===== src/rtl/spi_hold_pkg.sv =====
package spi_hold_pkg;

   typedef enum logic [1:0] {
      HS_RUN  = 2'd0,
      HS_PEND = 2'd1,
      HS_HELD = 2'd2
   } hold_state_e;

   localparam int unsigned PIN_CS   = 0;
   localparam int unsigned PIN_SCK  = 1;
   localparam int unsigned PIN_SDI  = 2;
   localparam int unsigned PIN_HOLD = 3;
   localparam int unsigned PIN_NUM  = 4;

endpackage


===== src/rtl/spi_hold_sync.sv =====
module spi_hold_sync #(
   parameter int unsigned        WIDTH   = 4,
   parameter int unsigned        STAGES  = 2,
   parameter logic [WIDTH-1:0]   RST_VAL = '0
) (
   input  logic             clk,
   input  logic             rst_n,
   input  logic [WIDTH-1:0] d,
   output logic [WIDTH-1:0] q
);

   generate
      if (STAGES < 2 || STAGES > 4) begin : g_bad_stages
         $error("spi_hold_sync: STAGES must lie in 2..4");
      end
      if (WIDTH < 1) begin : g_bad_width
         $error("spi_hold_sync: WIDTH must be at least 1");
      end
   endgenerate

   genvar b;
   generate
      for (b = 0; b < WIDTH; b++) begin : g_bit
         logic [STAGES-1:0] chain;
         always_ff @(posedge clk or negedge rst_n) begin
            if (!rst_n) chain <= {STAGES{RST_VAL[b]}};
            else        chain <= {chain[STAGES-2:0], d[b]};
         end
         assign q[b] = chain[STAGES-1];
      end
   endgenerate

endmodule


===== src/rtl/spi_hold_edge.sv =====
module spi_hold_edge (
   input  logic clk,
   input  logic rst_n,
   input  logic sck_s,
   input  logic hold_n_s,
   output logic sck_rise,
   output logic sck_fall,
   output logic hold_rise
);

   logic sck_q;
   logic hold_q;

   always_ff @(posedge clk or negedge rst_n) begin
      if (!rst_n) begin
         sck_q  <= 1'b0;
         hold_q <= 1'b1;
      end else begin
         sck_q  <= sck_s;
         hold_q <= hold_n_s;
      end
   end

   assign sck_rise  = sck_s & ~sck_q;
   assign sck_fall  = ~sck_s & sck_q;
   assign hold_rise = hold_n_s & ~hold_q;

endmodule


===== src/rtl/spi_hold_ctrl.sv =====
module spi_hold_ctrl
   import spi_hold_pkg::*;
(
   input  logic clk,
   input  logic rst_n,
   input  logic cs_n_s,
   input  logic sck_s,
   input  logic hold_n_s,
   input  logic hold_rise,
   output logic held
);

   hold_state_e state_q;
   hold_state_e state_d;

   always_comb begin
      state_d = state_q;
      if (cs_n_s) begin
         state_d = HS_RUN;
      end else begin
         unique case (state_q)
            HS_RUN: begin
               if (!hold_n_s) state_d = sck_s ? HS_PEND : HS_HELD;
            end
            HS_PEND: begin
               if (hold_n_s)   state_d = HS_RUN;
               else if (!sck_s) state_d = HS_HELD;
            end
            HS_HELD: begin
               if (hold_rise && !sck_s) state_d = HS_RUN;
            end
            default: state_d = HS_RUN;
         endcase
      end
   end

   always_ff @(posedge clk or negedge rst_n) begin
      if (!rst_n) state_q <= HS_RUN;
      else        state_q <= state_d;
   end

   assign held = (state_q == HS_HELD);

   // one cycle after a deselected sample no pause is active
   p_desel_clear_r8: assert property (@(posedge clk) disable iff (!rst_n)
      $past(cs_n_s) |-> !held);

   // a pause only begins after hold was seen low
   p_enter_needs_low_r3: assert property (@(posedge clk) disable iff (!rst_n)
      $rose(held) |-> $past(!hold_n_s));

   // leaving a pause while selected needs hold high with the clock low
   p_release_low_sck_r6: assert property (@(posedge clk) disable iff (!rst_n)
      ($fell(held) && !$past(cs_n_s)) |-> ($past(!sck_s) && $past(hold_n_s)));

endmodule


===== src/rtl/spi_hold_frontend.sv =====
module spi_hold_frontend
   import spi_hold_pkg::*;
#(
   parameter int unsigned SYNC_STAGES = 2,
   parameter bit          SDO_IDLE    = 1'b0
) (
   input  logic clk,
   input  logic rst_n,
   input  logic cs_n_pin,
   input  logic sck_pin,
   input  logic sdi_pin,
   input  logic hold_n_pin,
   input  logic core_sdo,
   input  logic core_sdo_en,
   output logic core_sel_n,
   output logic core_sck_rise,
   output logic core_sck_fall,
   output logic core_sdi,
   output logic pin_sdo,
   output logic pin_sdo_en
);

   localparam logic [PIN_NUM-1:0] PIN_RST =
      (1 << PIN_CS) | (1 << PIN_HOLD);

   logic [PIN_NUM-1:0] pins_raw;
   logic [PIN_NUM-1:0] pins_s;
   logic cs_n_s, sck_s, sdi_s, hold_n_s;
   logic sck_rise, sck_fall, hold_rise;
   logic held;
   logic live;
   logic sdi_keep;

   always_comb begin
      pins_raw           = '0;
      pins_raw[PIN_CS]   = cs_n_pin;
      pins_raw[PIN_SCK]  = sck_pin;
      pins_raw[PIN_SDI]  = sdi_pin;
      pins_raw[PIN_HOLD] = hold_n_pin;
   end

   spi_hold_sync #(
      .WIDTH   (PIN_NUM),
      .STAGES  (SYNC_STAGES),
      .RST_VAL (PIN_RST)
   ) u_sync (
      .clk   (clk),
      .rst_n (rst_n),
      .d     (pins_raw),
      .q     (pins_s)
   );

   assign cs_n_s   = pins_s[PIN_CS];
   assign sck_s    = pins_s[PIN_SCK];
   assign sdi_s    = pins_s[PIN_SDI];
   assign hold_n_s = pins_s[PIN_HOLD];

   spi_hold_edge u_edge (
      .clk       (clk),
      .rst_n     (rst_n),
      .sck_s     (sck_s),
      .hold_n_s  (hold_n_s),
      .sck_rise  (sck_rise),
      .sck_fall  (sck_fall),
      .hold_rise (hold_rise)
   );

   spi_hold_ctrl u_ctrl (
      .clk       (clk),
      .rst_n     (rst_n),
      .cs_n_s    (cs_n_s),
      .sck_s     (sck_s),
      .hold_n_s  (hold_n_s),
      .hold_rise (hold_rise),
      .held      (held)
   );

   assign live          = ~cs_n_s & ~held;
   assign core_sel_n    = cs_n_s;
   assign core_sck_rise = sck_rise & live;
   assign core_sck_fall = sck_fall & live;

   always_ff @(posedge clk or negedge rst_n) begin
      if (!rst_n)    sdi_keep <= 1'b0;
      else if (!held) sdi_keep <= sdi_s;
   end

   assign core_sdi   = held ? sdi_keep : sdi_s;
   assign pin_sdo_en = core_sdo_en & live & hold_n_s;

   generate
      if (SDO_IDLE) begin : g_idle_high
         assign pin_sdo = pin_sdo_en ? core_sdo : 1'b1;
      end else begin : g_idle_low
         assign pin_sdo = pin_sdo_en ? core_sdo : 1'b0;
      end
   endgenerate

   // the engine's data input stays put across consecutive paused cycles
   p_freeze_sdi_r3: assert property (@(posedge clk) disable iff (!rst_n)
      (held && $past(held)) |-> $stable(core_sdi));

   // a paused target never drives the output pad
   p_so_off_paused_r7: assert property (@(posedge clk) disable iff (!rst_n)
      held |-> !pin_sdo_en);

   // a strobe to the engine never fires during a pause
   p_no_strobe_paused_r1: assert property (@(posedge clk) disable iff (!rst_n)
      held |-> !(core_sck_rise || core_sck_fall));

endmodule


===== config.mk =====
export PLATFORM = sky130hd
export DESIGN_NAME = spi_hold_frontend
export DESIGN_NICKNAME = d
export VERILOG_FILES = /design/src/rtl/spi_hold_pkg.sv /design/src/rtl/spi_hold_sync.sv /design/src/rtl/spi_hold_edge.sv /design/src/rtl/spi_hold_ctrl.sv /design/src/rtl/spi_hold_frontend.sv
export SDC_FILE = /design/constraint.sdc
export NUM_CORES = 1
export LEC_CHECK = 0
export BUFFER_PORTS_ARGS = -buffer_cell sky130_fd_sc_hd__clkbuf_2
export CORE_AREA = 3 3 40 42
export CTS_CLUSTER_DIAMETER = 100
export DETAILED_ROUTE_END_ITERATION = 8
export DIE_AREA = 0 0 43 45
export GPL_TIMING_DRIVEN = 1
export PLACE_DENSITY = 0.59
export SLEW_MARGIN = 20
export SYNTH_ARGS = -nofsm -noshare
export SYNTH_HDL_FRONTEND = slang
export SYNTH_SLANG_ARGS = --single-unit

===== constraint.sdc =====
create_clock -name clk -period 1.1 [get_ports clk]
set_input_delay 0.22 -clock clk [delete_from_list [all_inputs] [get_ports clk]]
set_output_delay 0.22 -clock clk [all_outputs]
set_load 0.02 [all_outputs]

### After elaboration in Yosys (flattened, before gate mapping)

Index checks and enable logic that the tools add are counted.

| storage, ports and cells | value |
|---|---|
| register bits after elaboration | 13 |
| bits in latches | 0 |
| bits in writable memories | 0 |
| ROM bits | 0 |
| bits of input ports | 8 |
| output and inout bits | 6 |
| logic and storage cells | 39 |
| memories | 0 |

| cells by class | value |
|---|---|
| $add $sub $neg | 0 |
| $mul | 0 |
| divide/modulo/power cells | 0 |
| order comparisons | 0 |
| equal/unequal tests | 5 |
| shifts and indexed selects | 0 |
| muxes and demuxes | 9 |
| bitwise gates (word level) | 13 |
| reduce and logical (&&, ||, !) cells | 4 |

Operators with widths:

| cell | number |
|---|---|
| 2-bit 2-to-1 mux | 6 |
| 1-bit AND | 8 |
| 2-bit case mux with 3 select lines | 1 |
| 1-bit NOT | 5 |
| 4-bit != test (second input constant) | 1 |
| 3-bit by 1-bit != test with 1-bit output (second input constant) | 1 |
| 3-bit != test (second input constant) | 1 |
| 3-bit AND reduction | 1 |
| 2-bit by 1-bit == test with 1-bit output (second input constant) | 1 |
| 2-bit == test (second input constant) | 1 |
| 2-bit logical NOT | 1 |
| 1-bit 2-to-1 mux | 2 |
| 1-bit logical AND | 1 |
| 1-bit logical NOT | 1 |

### Longest topological paths before layout

Gate-level depths: netlist of the first run.

| logic depth | value |
|---|---|
| depth in word-level cells | 6 |
| depth in mapped cells | 2 |
| gate-level depth less buffers | 2 |

### Cells and area by module

From an unflattened synthesis of the first run, not the netlist that was laid out.

| second synthesis, totals | value |
|---|---|
| cell total of the unflattened synthesis | 32 |
| area, all modules | 474.2 µm² |

By module, submodules not included:

| module | times used | cells an instance | area an instance (µm²) | seq. area each (µm²) |
|---|---|---|---|---|
| spi_hold_sync | 1 | 12 | 235.2 | 205.2 |
| spi_hold_ctrl | 1 | 8 | 92.6 | 50.0 |
| spi_hold_frontend | 1 | 7 | 73.8 | 25.0 |
| spi_hold_edge | 1 | 5 | 72.6 | 51.3 |

### Worst setup path before layout of the first run

OpenSTA, ideal clock, no wires.

| timing path | value |
|---|---|
| path type | reg-to-output |
| start | register u_sync.g_bit[3].chain[1] |
| end | output port pin_sdo |
| arrival time | 1.317 ns |
| data required time | 0.880 ns |
| slack | -0.437 ns |
| stages on the path, launching flop included | 3 |
| path buffers | 0 |
| path through | dfstp_2 > nand2_1 > nor4b_1 |

| between the ends | value |
|---|---|
| word-level cells in the longest chain between the ends | 2 |

Ends and longest elaborated chain:

| item | RTL line | RTL |
|---|---|---|
| start, declared | spi_hold_sync.sv:24 | `logic [STAGES-1:0] chain;` |
| start signal, assigned | spi_hold_sync.sv:26 | `if (!rst_n) chain <= {STAGES{RST_VAL[b]}};` |
| start signal, assigned | spi_hold_sync.sv:27 | `else chain <= {chain[STAGES-2:0], d[b]};` |
| 1-bit AND | spi_hold_frontend.sv:89 | `assign pin_sdo_en = core_sdo_en & live & hold_n_s;` |
| 1-bit 2-to-1 mux | spi_hold_frontend.sv:95 | `assign pin_sdo = pin_sdo_en ? core_sdo : 1'b0;` |
| end, declared | spi_hold_frontend.sv:19 | `output logic pin_sdo,` |

Every way passes these cells.

### Final worst setup path of the first run

| timing path | value |
|---|---|
| start | register u_ctrl.state_q[1] |
| end | output port core_sck_rise |

| between the ends | value |
|---|---|
| word-level cells in the longest chain between the ends | 4 |

Ends and longest elaborated chain:

| item | RTL line | RTL |
|---|---|---|
| start, declared | spi_hold_ctrl.sv:13 | `hold_state_e state_q;` |
| start signal, assigned | spi_hold_ctrl.sv:39 | `else state_q <= state_d;` |
| 2-bit == test | spi_hold_ctrl.sv:42 | `assign held = (state_q == HS_HELD);` |
| 1-bit NOT | spi_hold_frontend.sv:78 | `assign live = ~cs_n_s & ~held;` |
| 1-bit AND | spi_hold_frontend.sv:78 |  |
| 1-bit AND | spi_hold_frontend.sv:80 | `assign core_sck_rise = sck_rise & live;` |
| end, declared | spi_hold_frontend.sv:16 | `output logic core_sck_rise,` |

Every way passes these cells.

==> flow_summary.json, run 1 <==
{
  "worstSetupStartpointType": "flop",
  "rsz0062_at_grt": "yes",
  "synth_nets": 32,
  "finalCritPeriodShare_pct": 140,
  "yosys.area.top_type": "dfrtp_1",
  "crit_arrival_ps": 1320,
  "root_buffer": "clkbuf_4",
  "async_flop_share_pct": 100,
  "synth-edff-count": 0,
  "dp_slack_ps": -220,
  "violations": "negative setup slack",
  "synthTopCellsByCount": "dfrtp_1, dfstp_2, nor4b_1",
  "fmax_ghz": 0.650,
  "tightest_slew_ps": 296,
  "track_usage_pct": 10.0,
  "die-height_um": 45,
  "routed_wl_um": 732,
  "cts.htree.levels": 1,
  "ys_seq_elements": 13,
  "timing.final.ws_setup_ps": -438,
  "tns_ps": -2240,
  "syn_avg_cell_area_um2": 17.5,
  "postCtsSetupBuffers": 0,
  "antenna_cells": 0,
  "die_width_um": 43,
  "grt_pass1_wl_um": 1350,
  "path_max_fanout": 3,
  "core_um2": 1280,
  "start_util_pct": 32.7,
  "criticalPathCategory": "flop to primary output",
  "cts_buffer_depth": 2,
  "cellPowerDensity_nw_per_um2": 1370,
  "drv_cap": 0,
  "hold_violations": 0,
  "crit_path_end_kind": "primary output",
  "drt-initial-drc-count": 0,
  "drc": 0,
  "ant_nets": 0,
  "required_ps": 880,
  "synth_compound_area_share_pct": 3.27,
  "synth_top_family_by_area": "simple AND/OR/NAND/NOR gates",
  "cts_buffers": 3,
  "peakVddDrop_uv": 643,
  "holdCritPathClass": "primary input to flop",
  "yosys_most_used_dff": "dfrtp_1",
  "detail_route.wl_per_cell_um": 12.0,
  "dp_hpwl_um": 564,
  "synth_most_common_cell": "dfrtp_1",
  "relSlewSlack_pct": 80.3,
  "grt_max_degree": 14,
  "dieArea_um2": 1940,
  "synthMuxAreaShare_pct": 2.68,
  "vias": 273,
  "clk_pin_slew_ps": 70,
  "ys_seq_area_share_pct": 78.9,
  "drive_gt1_share_pct": 71.7,
  "grt_overflow": 0,
  "holdWs_ps": 28.7,
  "cts_tree": "yes",
  "dr.pass1.iters": 1,
  "clock_sinks": 13,
  "setup_viol": 6,
  "fin_crit_ps": 1540,
  "synthTopCellsByArea": "dfrtp_1, dfstp_2, nor4b_1",
  "clk_latency_ps": 260,
  "synthToLayoutAreaGrowth_pct": 61.0,
  "syn-cell-area_um2": 420,
  "ys_types": 10,
  "status": "finished, violations left",
  "syn_inst": 24,
  "nets": 55,
  "synth_warnings": 0,
  "p_leak_uw": 0.000304,
  "grt_pass1_vias": 317,
  "synthSimpleGateAreaFrac_pct": 15.2,
  "finClkSkew_ps": 4.82,
  "post-route-util_pct": 52.7,
  "viasPerCell": 4.48,
  "port-buffer-count": 13,
  "drv_slew": 0,
  "synthXorXnorAreaFrac_pct": 0,
  "antenna_found_initial": 0,
  "yosysTopAreaCellShare_pct": 47.6,
  "place.gp.congestion": 0.659,
  "synthAdderAreaFrac_pct": 0,
  "ios": 14,
  "row_count": 13
}
[worst paths after layout]
check                                    startpoint                  endpoint  slack, ps  cells past startpoint
max                               u_ctrl.state_q[1]             core_sck_rise       -440                      4
max in group asynchronous                     rst_n  u_sync.g_bit[0].chain[0]        460                      2
min in group asynchronous                     rst_n  u_sync.g_bit[1].chain[0]        360                      2
min reg2reg                u_sync.g_bit[1].chain[0]  u_sync.g_bit[1].chain[1]        350                      0
min                                      hold_n_pin  u_sync.g_bit[3].chain[0]         30                      1
max reg2reg                u_sync.g_bit[3].chain[1]         u_ctrl.state_q[1]         10                      3
[registers in the layout, summed over array words and instances (netlist names)]
register and cells:
u_sync.g_bit.chain 8, u_edge.sck_q 1, sdi_keep 1, u_ctrl.state_q 2
u_edge.hold_q 1
[placed cells by master (no fill, tap or decap), drive strengths merged]
| master | Yosys | routed |
|---|---|---|
| a221oi | 1 | 1 |
| buf | 0 | 9 |
| clkbuf | 0 | 12 |
| dfrtp | 8 | 8 |
| dfstp | 5 | 5 |
| dlygate4sd3 | 0 | 1 |
| mux2 | 1 | 1 |
| nand2 | 1 | 1 |
| nor2b | 1 | 1 |
| nor3 | 1 | 1 |
| nor4b | 4 | 4 |
| o21ai | 1 | 1 |
| or2 | 1 | 1 |
[layout make-up]
type | instances | area, um2
flip-flops and latches | 13 | 333
well taps | 15 | 18.8
multi-input cells | 11 | 150
clock buffers | 4 | 26.3
repair buffers | 18 | 149
fillers | 113 | 608
[what timing repair did]
| item | CTS | global route |
|---|---|---|
| pin swaps | 2 | 1 |
| gates resized for setup | 13 | 6 |
| setup endpoints to repair | 7 | 7 |
| hold endpoints to repair | 8 | 0 |
| hold buffers | 1 | 0 |
| cloned | 0 | 0 |
[stage by stage]
| step | instances | instance area, um2 | total power, uW |
|---|---|---|---|
| 6_report | 61 | 677 | 929 |
| 5_1_grt | 61 | 677 | 995 |
| 4_1_cts | 61 | 673 | 948 |
| 3_3_place_gp | 56 | 588 | 633 |
| 3_5_place_dp | 56 | 588 | 639 |
| 2_1_floorplan | 24 | 474 | 588 |
[worst max-delay path, stage by stage, from the launching register on]
cell and delay [ps]:
dfrtp_1 390, nor2b_4 140, buf_6 120, nor4b_4 220
buf_4 180
[power by group]
part           internal (uW)  switching (uW)
Sequential               511            22.1
Combinational           70.1            51.7
Clock                    140             133
Total                    722             207
[per-layer routing]
metal | wire length (um) | vias up | track usage (%)
li1 | - | 130 | -
met1 | 248 | 130 | 10.2
met2 | 413 | 13 | 18.0
met3 | 70 | 0 | 2.39
met4 | 0 | 0 | 7.23
met5 | 0 | - | 0
[cell families after synthesis]
kind of cell       Yosys count
muxes                        1
DFF                         13
and+or+nand+nor              8
AOI/OAI and AO/OA            2
Power figures use the tool's default switching activity.
==> inputs of run 2 (changes only) <==
SETUP_SLACK_MARGIN = 0.5   (was default)
==> flow_summary.json, run 2 (synthesis results as in run 1) <==
{
  "status": "finished, violations left",
  "violations": "negative hold slack, negative setup slack",
  "top_layer": "met4",
  "max_stage_delay_ps": 410,
  "fillers": 130,
  "dp_cells": 57,
  "cts_buffer_depth": 2,
  "place_area_um2": 608,
  "dp_hpwl_um": 628,
  "row_count": 13,
  "start_util_pct": 32.7,
  "finClkSkew_ps": 2.36,
  "wl_met1_um": 251,
  "holdCritPathClass": "primary input to async pin",
  "total_power_uw": 954,
  "grt_pass1_vias": 320,
  "drv_cap": 0,
  "port-buffer-count": 13,
  "p_leak_uw": 0.000323,
  "place.gp.congestion": 0.676,
  "drv_slew": 0,
  "crit_path_end_kind": "primary output",
  "vias": 296,
  "worstPathCellList": "nor2b_4 > mux2_4 > buf_8",
  "detail_route.wl_per_cell_um": 12.7,
  "ant_nets": 0,
  "clk_latency_ps": 270,
  "drive_gt1_share_pct": 77.1,
  "grt_overflow": 0,
  "dr_wl_met3_um": 73,
  "cts_buffers": 3,
  "largest_register_ffs": 8,
  "dieArea_um2": 1940,
  "worstSetupStartpointType": "flop",
  "grt_pass1_wl_um": 1390,
  "top_regs": "u_sync.g_bit.chain x8, u_ctrl.state_q x2",
  "mostFrequentLayoutCells": "clkbuf_2, dfrtp_1, buf_4, buf_6, dfstp_2",
  "synthToLayoutAreaGrowth_pct": 71.1,
  "root_buffer": "clkbuf_4",
  "rsz0062_at_grt": "yes",
  "met2_length_um": 458,
  "fin_crit_ps": 1550,
  "drc": 0,
  "fin_cells": 63,
  "antenna_found_initial": 0,
  "crit_buf_inv": 1,
  "drt-initial-drc-count": 0,
  "peakVddDrop_uv": 822,
  "multi_input_area_um2": 163,
  "hold_violations": 8,
  "relSlewSlack_pct": 80.4,
  "cts.htree.levels": 1,
  "core_um2": 1280,
  "dp_slack_ps": -220,
  "cts_tree": "yes",
  "die-height_um": 45,
  "required_ps": 880,
  "register_area_um2": 333,
  "slowest_stage": "dfrtp_1",
  "ios": 14,
  "critPathTopFamily": "flip-flops",
  "die_width_um": 43,
  "criticalPathCategory": "flop to primary output",
  "r2r_slack_ps": -50,
  "viasPerCell": 4.70,
  "timing.final.ws_setup_ps": -448,
  "finalCritPeriodShare_pct": 141,
  "nets": 57,
  "fin_area_um2": 719,
  "max_flop_register": "u_sync.g_bit.chain",
  "cellPowerDensity_nw_per_um2": 1330,
  "path_max_fanout": 3,
  "antenna_cells": 0,
  "tightest_slew_ps": 295,
  "track_usage_pct": 10.5,
  "crit_arrival_ps": 1330,
  "setup_viol": 8,
  "clock_sinks": 13,
  "routed_wl_um": 797,
  "holdWs_ps": -178,
  "tns_ps": -2390,
  "clk_pin_slew_ps": 70,
  "fmax_ghz": 0.646,
  "grt_max_degree": 14,
  "dr.pass1.iters": 1
}
[run 2: final timing paths]
| kind | from | endpoint | cells past startpoint |
|---|---|---|---|
| max in group asynchronous | rst_n | u_edge.hold_q | 1 |
| worst min-delay path | rst_n | u_sync.g_bit[2].chain[0] | 1 |
| worst max-delay path | u_ctrl.state_q[0] | core_sdi | 3 |
| worst max register to register | u_sync.g_bit[1].chain[1] | u_ctrl.state_q[1] | 3 |
| min in group clk | hold_n_pin | u_sync.g_bit[3].chain[0] | 1 |
| worst min register to register | u_sync.g_bit[1].chain[0] | u_sync.g_bit[1].chain[1] | 0 |
[run 2: cell type report]
| cell class | instances | share of cell area [%] |
|---|---|---|
| Tap cell | 15 | 2.61 |
| Clock buffer | 4 | 3.65 |
| Timing Repair Buffer | 20 | 24.9 |
| Sequential cell | 13 | 46.3 |
| Multi-Input combinational cell | 11 | 22.6 |
[run 2: layer usage]
metal  up-vias  GRT usage (%)
met5         -              0
met4         0           9.04
met3         2           2.39
met2        15           18.3
met1       145           10.5
li1        134              -
[run 2: timing repair]
item                                    4_1_cts  5_1_grt
pin swaps                                     3        0
gates resized for setup                      13       11
setup buffers                                 0        2
endpoints found under the setup margin       10       10
endpoints found under the hold margin         8        8
[run 2: power breakdown]
group,switching [uW],internal (uW)
combinational,57.5,85.5
sequential,23.4,512
clock,136,140
[run 2: stage by stage]
step	utilization, %	hold slack (ps)
4_1_cts	53.1	-178
6_report	56.0	-178
3_3_place_gp	47.3	109
2_1_floorplan	-	-75.6
5_1_grt	56.0	-182
3_5_place_dp	47.3	122
==> inputs of run 3 (changes only) <==
BUFFER_PORTS_ARGS = default   (was -buffer_cell sky130_fd_sc_hd__clkbuf_2)
DONT_BUFFER_PORTS = 1   (was default)
PLACE_DENSITY = 0.5   (was 0.59)
==> flow_summary.json, run 3 (synthesis results as in run 1) <==
{
  "fmax_ghz": 0.648,
  "critPathTopFamily": "flip-flops",
  "worstSetupStartpointType": "flop",
  "worstPathCellList": "nor2b_4 > mux2_4",
  "tightest_slew_ps": 538,
  "drt-initial-drc-count": 0,
  "nets": 53,
  "crit_buf_inv": 0,
  "viasPerCell": 4.80,
  "peakVddDrop_uv": 793,
  "antenna_found_initial": 0,
  "max_stage_delay_ps": 410,
  "antenna_cells": 0,
  "slowest_stage": "dfrtp_1",
  "final_common_cell": "dfrtp_1",
  "vias": 283,
  "drv_slew": 0,
  "dieArea_um2": 1940,
  "cellPowerDensity_nw_per_um2": 1330,
  "combinationalPowerShare_pct": 13.1,
  "p_leak_uw": 0.000310,
  "detail_route.wl_per_cell_um": 13.2,
  "fillers": 119,
  "sw_frac_of_total_pct": 22.3,
  "core_um2": 1280,
  "fin_crit_ps": 1540,
  "ant_nets": 0,
  "max_flop_register": "u_sync.g_bit.chain",
  "grt_max_degree": 14,
  "ios": 14,
  "violations": "negative hold slack, negative setup slack",
  "r2r_slack_ps": -80,
  "clk_pin_slew_ps": 70,
  "dp_hpwl_um": 555,
  "power_switching_uw": 208,
  "die_width_um": 43,
  "finClkSkew_ps": 1.23,
  "clock_sinks": 13,
  "drive_gt1_share_pct": 63.6,
  "rsz0062_at_grt": "yes",
  "drv_cap": 0,
  "finalCritPeriodShare_pct": 140,
  "hold_violations": 8,
  "port-buffer-count": 0,
  "criticalPathCategory": "flop to primary output",
  "holdCritPathClass": "primary input to async pin",
  "p_int_uw": 722,
  "dr.pass1.iters": 1,
  "row_count": 13,
  "crit_arrival_ps": 1320,
  "grt_overflow": 0,
  "top_regs": "u_sync.g_bit.chain x8, u_ctrl.state_q x2",
  "cts_tree": "yes",
  "largest_register_ffs": 8,
  "clk_latency_ps": 270,
  "total_power_uw": 930,
  "routed_wl_um": 778,
  "required_ps": 880,
  "cts_buffer_depth": 2,
  "rr_endpoint": "sdi_keep",
  "drc": 0,
  "root_buffer": "clkbuf_4",
  "seqPwrFrac_pct": 57.4,
  "cts_buffers": 3,
  "post-route-util_pct": 54.5,
  "pwr-share-clk_pct": 29.5,
  "worstReg2RegStart": "u_ctrl.state_q[0]",
  "setup_viol": 8,
  "dp_slack_ps": -155,
  "track_usage_pct": 10.1,
  "status": "finished, violations left",
  "relSlewSlack_pct": 64.1,
  "synthToLayoutAreaGrowth_pct": 66.7,
  "rr_worst_depth": 2,
  "cts.htree.levels": 1,
  "crit_path_end_kind": "primary output",
  "holdWs_ps": -8.36,
  "path_max_fanout": 5,
  "critPathLaunch": "u_ctrl.state_q[0]",
  "grt_pass1_vias": 320,
  "start_util_pct": 32.7,
  "mostFrequentLayoutCells": "dfrtp_1, buf_6, buf_4, dfstp_2",
  "place.gp.congestion": 0.704,
  "grt_pass1_wl_um": 1280,
  "timing.final.ws_setup_ps": -444,
  "die-height_um": 45
}
==> run 3: cell types whose count changed in the layout (fill, tap and decap cells not counted) <==
cell	before	now
clkbuf_2	7	0
buf_6	5	6
nor4b_4	3	4
nor3_2	0	1
buf_8	2	0
nor3_4	1	0
buf_12	1	0
nor4b_2	1	0
dlymetal6s4s_1	0	1
dlygate4sd3_1	0	4
==> run 3: how the worst max path moves through the flow <==
stage,endpoint,slack (ps),cells past startpoint
floorplan,core_sdi,-110,2
global placement,core_sdi,-140,2
detailed placement,core_sdi,-150,2
CTS,core_sdi,-460,2
global route,core_sdi,-500,2
finish,core_sdi,-440,2
==> run 3: timing repair <==
| item | in CTS | in global routing |
|---|---|---|
| endpoints found under the hold margin | 17 | 0 |
| hold buffers | 5 | 0 |
| pin swaps | 4 | 1 |
| gates resized for setup | 9 | 3 |
| buffers inserted | 1 | 2 |
| setup endpoints to repair | 11 | 23 |
==> run 3: power groups by stage <==
stage	Combinational [uW]	Clock, uW	Sequential (uW)
final	121	274	534
after global placement	74.5	0	538
after CTS	113	294	534
after global routing	130	325	538
after detailed placement	76.0	0	540
after floorplan	48.2	0	539
==> run 3: final cells by class <==
class / instances / area (um2) / area share [%]
Clock buffer: 4 / 26.3 / 3.75
Multi-Input combinational cell: 11 / 165 / 23.6
Sequential cell: 13 / 333 / 47.5
Tap cell: 15 / 18.8 / 2.68
Timing Repair Buffer: 16 / 158 / 22.5
==> run 3: per-stage QoR <==
step / std cells / setup TNS (ps) / cell area [um2]
floorplan: 24 / -287 / 474
global placement: 47 / -344 / 553
detailed placement: 47 / -432 / 553
CTS: 57 / -2270 / 676
global route: 59 / -2720 / 701
finish: 59 / -2230 / 701
==> run 3: metal layers <==
metal / wire, um / GRT usage, % / up-vias
li1: - / - / 127
met1: 257 / 8.40 / 137
met2: 414 / 16.8 / 16
met3: 76 / 4.78 / 3
met4: 30 / 10.8 / 0
met5: 0 / 0 / -
